## config.mk

```make
export PLATFORM = sky130hd
export DESIGN_NAME = hist_fifo
export DESIGN_NICKNAME = d
export VERILOG_FILES = /design/src/rtl/hist_fifo_pkg.sv /design/src/rtl/hist_fifo_ptr.sv /design/src/rtl/hist_fifo_mem.sv /design/src/rtl/hist_fifo_occ.sv /design/src/rtl/hist_fifo_hist.sv /design/src/rtl/hist_fifo.sv
export SDC_FILE = /design/constraint.sdc
export NUM_CORES = 1
export LEC_CHECK = 0
export BUFFER_PORTS_ARGS = -buffer_cell sky130_fd_sc_hd__clkbuf_2
export CAP_MARGIN = 20
export CORE_MARGIN = 10
export CORE_UTILIZATION = 60
export DETAILED_ROUTE_END_ITERATION = 7
export PLACE_DENSITY = 0.85
export SLEW_MARGIN = 10
export SYNTH_ARGS = -nofsm -noshare
export SYNTH_HDL_FRONTEND = slang
export SYNTH_HIERARCHICAL = 1
export SYNTH_SLANG_ARGS = --single-unit
```

## constraint.sdc

```tcl
create_clock -name clk -period 7.6 [get_ports clk]
set_input_delay 1.14 -clock clk [delete_from_list [all_inputs] [get_ports clk]]
set_output_delay 1.14 -clock clk [all_outputs]
set_load 0.005 [all_outputs]
```

## src/rtl/hist_fifo_pkg.sv

```systemverilog
`timescale 1ns/1ps
package hist_fifo_pkg;

  // Recorded tendency of the buffer: last seen running low or high.
  typedef enum logic {HIST_LOW = 1'b0, HIST_HIGH = 1'b1} hist_e;

  // Band that the current occupancy falls in.
  typedef enum logic [1:0] {ZONE_HOLD = 2'd0, ZONE_LOW = 2'd1, ZONE_HIGH = 2'd2} zone_e;

  // Classify by the two most significant occupancy bits.
  // 11 -> high band, 01 -> low band, anything else (zero included) -> hold.
  function automatic zone_e zone_of(input logic [1:0] top);
    case (top)
      2'b11:   return ZONE_HIGH;
      2'b01:   return ZONE_LOW;
      default: return ZONE_HOLD;
    endcase
  endfunction

endpackage

```

## src/rtl/hist_fifo_ptr.sv

```systemverilog
`timescale 1ns/1ps
module hist_fifo_ptr #(
  parameter int AW = 3
) (
  input  logic          clk,
  input  logic          rst_n,
  input  logic          adv,
  output logic [AW-1:0] ptr
);
  // Wraps naturally at the power-of-two boundary.
  always_ff @(posedge clk or negedge rst_n) begin
    if (!rst_n)   ptr <= '0;
    else if (adv) ptr <= ptr + AW'(1);
  end
endmodule

```

## src/rtl/hist_fifo_mem.sv

```systemverilog
`timescale 1ns/1ps
module hist_fifo_mem #(
  parameter int AW = 3,
  parameter int DW = 4
) (
  input  logic          clk,
  input  logic          rst_n,
  input  logic          we,
  input  logic [AW-1:0] waddr,
  input  logic [DW-1:0] wdata,
  input  logic [AW-1:0] raddr,
  output logic [DW-1:0] rdata
);
  localparam int DEPTH = 1 << AW;

  logic [DW-1:0] slots [DEPTH];

  for (genvar e = 0; e < DEPTH; e++) begin : g_ent
    logic [DW-1:0] q;
    always_ff @(posedge clk or negedge rst_n) begin
      if (!rst_n)                          q <= '0;
      else if (we && waddr == AW'(e))      q <= wdata;
    end
    assign slots[e] = q;
  end

  // Read port is combinational: the head is visible in the same cycle.
  assign rdata = slots[raddr];
endmodule

```

## src/rtl/hist_fifo_occ.sv

```systemverilog
`timescale 1ns/1ps
module hist_fifo_occ #(
  parameter int AW = 3
) (
  input  logic          [AW-1:0] wptr,
  input  logic          [AW-1:0] rptr,
  output logic          [AW-1:0] occ,
  output logic                   raw_high,
  output logic                   raw_low
);
  import hist_fifo_pkg::*;

  // Two's-complement subtract with the final borrow dropped: modulo 2**AW.
  function automatic logic [AW-1:0] mod_sub(input logic [AW-1:0] a, input logic [AW-1:0] b);
    logic [AW:0] t;
    t = {1'b0, a} + {1'b0, ~b} + (AW+1)'(1);
    return t[AW-1:0];
  endfunction

  zone_e zone;

  assign occ      = mod_sub(wptr, rptr);
  assign zone     = zone_of(occ[AW-1 -: 2]);
  assign raw_high = (zone == ZONE_HIGH);
  assign raw_low  = (zone == ZONE_LOW);
endmodule

```

## src/rtl/hist_fifo_hist.sv

```systemverilog
`timescale 1ns/1ps
module hist_fifo_hist (
  input  logic                  clk,
  input  logic                  rst_n,
  input  logic                  set_high,
  input  logic                  set_low,
  output hist_fifo_pkg::hist_e  state
);
  import hist_fifo_pkg::*;

  // Set/clear flip-flop; raw inputs matter only at the edge, so glitches do not.
  always_ff @(posedge clk or negedge rst_n) begin
    if (!rst_n)        state <= HIST_LOW;
    else if (set_high) state <= HIST_HIGH;
    else if (set_low)  state <= HIST_LOW;
  end
endmodule

```

## src/rtl/hist_fifo.sv

```systemverilog
`timescale 1ns/1ps
module hist_fifo #(
  parameter int AW = 3,
  parameter int DW = 4
) (
  input  logic          clk,
  input  logic          rst_n,
  input  logic          wr_en,
  input  logic [DW-1:0] wr_data,
  input  logic          rd_en,
  output logic [DW-1:0] rd_data,
  output logic          full,
  output logic          empty,
  output logic          almost_full,
  output logic          almost_empty,
  output logic          wr_retry,
  output logic          rd_retry
);
  import hist_fifo_pkg::*;

  // Named internal events, visible to the bound checker.
  logic [AW-1:0] wptr;
  logic [AW-1:0] rptr;
  logic [AW-1:0] occ;
  logic          raw_high;
  logic          raw_low;
  logic          occ_zero;
  logic          wr_fire;
  logic          rd_fire;
  hist_e         hist;

  hist_fifo_ptr #(.AW(AW)) u_wptr (.clk(clk), .rst_n(rst_n), .adv(wr_fire), .ptr(wptr));
  hist_fifo_ptr #(.AW(AW)) u_rptr (.clk(clk), .rst_n(rst_n), .adv(rd_fire), .ptr(rptr));

  hist_fifo_occ #(.AW(AW)) u_occ (
    .wptr(wptr), .rptr(rptr), .occ(occ), .raw_high(raw_high), .raw_low(raw_low)
  );

  hist_fifo_hist u_hist (
    .clk(clk), .rst_n(rst_n), .set_high(raw_high), .set_low(raw_low), .state(hist)
  );

  hist_fifo_mem #(.AW(AW), .DW(DW)) u_mem (
    .clk(clk), .rst_n(rst_n), .we(wr_fire), .waddr(wptr), .wdata(wr_data),
    .raddr(rptr), .rdata(rd_data)
  );

  // A zero difference is resolved by the history bit.
  assign occ_zero     = (occ == '0);
  assign full         = occ_zero && (hist == HIST_HIGH);
  assign empty        = occ_zero && (hist == HIST_LOW);
  assign almost_full  = (hist == HIST_HIGH);
  assign almost_empty = (hist == HIST_LOW);

  // Qualified requests; refused ones are reported for a later retry.
  assign wr_fire  = wr_en && !full;
  assign rd_fire  = rd_en && !empty;
  assign wr_retry = wr_en && full;
  assign rd_retry = rd_en && empty;
endmodule

```

==> results.md <==
* CP max FO at 11
* EDFF count, synth at 0
* Synth Area in Adders at 2.943%
* # fillers at 235
* Worst-Skew Late Latency at 350 ps
* Syn Std Cell Area at 0.001956 mm2
* CP endpoint kind: primary output
* FP Rows at 20
* Worst VDD drop at 0.0002047 V
* Drt wl/cell at 19.90 um
* Xor and xnor area share after synthesis at 3.007%
* GRT Total Usage at 13.52%
* Placed cells at 182
* CTS clk-pin slew, worst paths at 120 ps
* Crit-path cells: ha_1 > fa_1 > xor3_1 > or3_4 > nor2_2 > clkbuf_2
* Post-CTS Resized at 0
* Syn Nets at 135
* Starting Density at 63.54%
* Most common cell in the synthesized netlist: dfrtp_1
* Async set or reset register ratio after synthesis at 100.0%
* Outcome: completed
* Tot Pwr at 0.0009839 W
* P_leak at 0.9781 nW
* Top cells by count, synth: dfrtp_1 (39), mux2_2 (36), mux4_1 (8)
* Die area at 0.005943 mm2
* Worst path max stage delay at 580 ps
* Area Growth Syn to Fin at 9.405%
* Unique cell type count in the Yosys netlist at 25
* TritonCTS clock tree: done
* Post-synth top area cell: dfrtp_1
* Synthesized area per cell at 15.90 um2
* Final setup TNS at 0 ps
* Vias in the first global route at 1224
* Post-synthesis instance total at 123
* Multiplexer share of the synthesized area at 33.01%
* Fin crit period at 3620 ps
* CP bufs+invs at 1
* Max Transition Viols Final at 0
* TritonCTS Buffers at 5
* DRC violations left at 0
* Final hold viol count at 0
* Slew @ Worst Pin at 946.9 ps
* 1st-iter DRT viols at 82
* Via count at 1128
* Post-CTS Setup Bufs at 0
* Pin count of the biggest net entering global routing at 40
* # hold bufs at CTS at 0
* Syn. warnings at 6
* Critical path data required time at 6460 ps
* Fin cells at 191
* Yosys top cell area share at 49.90%
* Setup CP Type: reg2out
* DR pass1 iterations at 4
* Root Buffer: clkbuf_4
* Longest Clk Path Bufs at 2
* Worst path arrival time at 2480 ps
* Worst hold path class: reg2reg
* Io pins at 18
* Die W at 77.09 um
* Die Y-Extent at 77.09 um
* Simple-Gate Fraction of Synth Area at 8.061%
* RSZ-0062 raised after global routing: no
* Pwr per Cell Area at 459.8 mW/mm2
* Max_slew headroom at 36.87%
* Ys flop type: dfrtp_1
* Final setup violating endpoints at 0
* CP Launch Type: flip-flop
* Layout Skew at 17.12 ps
* First-pass GRT wire length at 6.265 mm
* Vias/cell at 5.906
* DPL Wire Length at 2.645 mm
* Maxcap violations at 0
* CP max stage cell: dfrtp_1
* Sequential share of the synthesized area at 49.90%
* Main combinational cell family by area after synthesis: multiplexers
* Ant. Diodes at 0
* Core ar. at 0.003078 mm2
* Post-route clock period utilization at 47.64%
* IO Port Bufs at 17
* NumNets Final at 158
* Post-synthesis register bit count at 39
* Top delay family on crit path: adder cells
* Fraction of layout cells with a size suffix above 1 at 48.30%
* Post-DRT Antenna Nets at 0
* GP Congestion at 0.7739
* Synth Area in Compound Gates at 1.152%
* Clock sink total at 39
* Max Clock Freq at 276.2 MHz
* Drt total wl at 3.801 mm
* Global route overflow at 0
* Synth area leaders: dfrtp_1 (50%), mux2_2 (21%), mux4_1 (11%)
* Initial antenna violation count at 0
* H-tree depth reported by CTS at 2
## layer usage
metal / track usage, % / vias up / wire, um
met3: 4.312 / 10 / 210
met1: 15.29 / 574 / 1651
met2: 22.51 / 35 / 1845
met5: 0 / - / 0
met4: 6.569 / 0 / 94
li1: - / 509 / -
## cells by family after synthesis
family                   after synthesis
AND/OR/NAND/NOR                       18
adder cells (fa/ha/maj)                4
AO/OA/AOI/OAI                          3
buffers and inverters                  8
flip-flops                            39
XOR/XNOR                               5
multiplexers                          46
## cell type report
class,instances,area [um2],share of cell area (%)
Inverter,6,22.52,1.053
Timing Repair Buffer,18,90.09,4.211
Clock inverter,2,12.51,0.5848
Sequential cell,39,975.9,45.61
Multi-Input combinational cell,76,942.2,44.04
Tap cell,44,55.05,2.573
Clock buffer,6,41.29,1.930
## sequential cells by signal (all words and copies together) (netlist names)
name           count
u_hist/state       1
u_rptr/ptr         3
u_wptr/ptr         3
u_mem/g_ent.q     32
## cells in the final DEF, fill, tap and decap left out, drive strengths merged
cell / netlist / layout
nand4b: 3 / 3
mux4: 8 / 8
and2: 1 / 1
clkbuf: 1 / 23
inv: 6 / 6
a21o: 1 / 1
nor4b: 1 / 1
and3: 2 / 2
xor2: 2 / 2
a21boi: 2 / 2
clkinvlp: 0 / 1
xor3: 1 / 1
nor3: 1 / 1
nor2: 3 / 3
nand2: 2 / 2
nand4: 1 / 1
mux2: 38 / 38
and4bb: 3 / 3
buf: 1 / 1
xnor2: 2 / 2
clkinv: 0 / 1
or3: 1 / 1
dfrtp: 39 / 39
ha: 3 / 3
fa: 1 / 1
## power by group
| part | internal (W) | total (W) | switching (W) |
|---|---|---|---|
| clock network | 0.0000357 | 0.000104 | 0.0000684 |
| registers | 0.000314 | 0.000420 | 0.000106 |
| logic | 0.000288 | 0.000460 | 0.000172 |
| total | 0.000638 | 0.000984 | 0.000346 |
## path summary, 6_finish.rpt
kind / to / slack, ps / startpoint / cells after the start
setup / recovery: full / 3980 / u_rptr/ptr[0]$_DFFE_PN0P_ / 6
hold / removal: u_mem/g_ent[3].q[1]$_DFFE_PN0P_ / 510 / u_mem/g_ent[3].q[1]$_DFFE_PN0P_ / 1
setup reg to reg: u_mem/g_ent[0].q[1]$_DFFE_PN0P_ / 4420 / u_rptr/ptr[0]$_DFFE_PN0P_ / 8
hold reg to reg: u_mem/g_ent[3].q[1]$_DFFE_PN0P_ / 510 / u_mem/g_ent[3].q[1]$_DFFE_PN0P_ / 1
max in group asynchronous: u_mem/g_ent[5].q[1]$_DFFE_PN0P_ / 6090 / rst_n / 1
min in group asynchronous: u_mem/g_ent[7].q[2]$_DFFE_PN0P_ / 910 / rst_n / 1
## worst register-to-register path: cells and delay by family (launching register included)
kind            cells  cell delay (ps)
fa+ha+maj           2              660
compound gates      1              340
xor+xnor            1              280
mux                 1              380
flops               1              580
buf+inv             1              280
simple gates        2              520
## metrics by stage
stage                     instance area (um2)  util [%]  setup WS (ps)  hold slack [ps]
after detailed placement                 2081     67.60           3985            491.2
after global routing                     2140     69.51           3809            527.3
after global placement                   2081     67.60           4160            482.5
after floorplan                          1956         -           4523            466.0
final                                    2140     69.51           3980            513.5
after CTS                                2135     69.35           3954            516.4
Power figures use the tool's default switching activity.
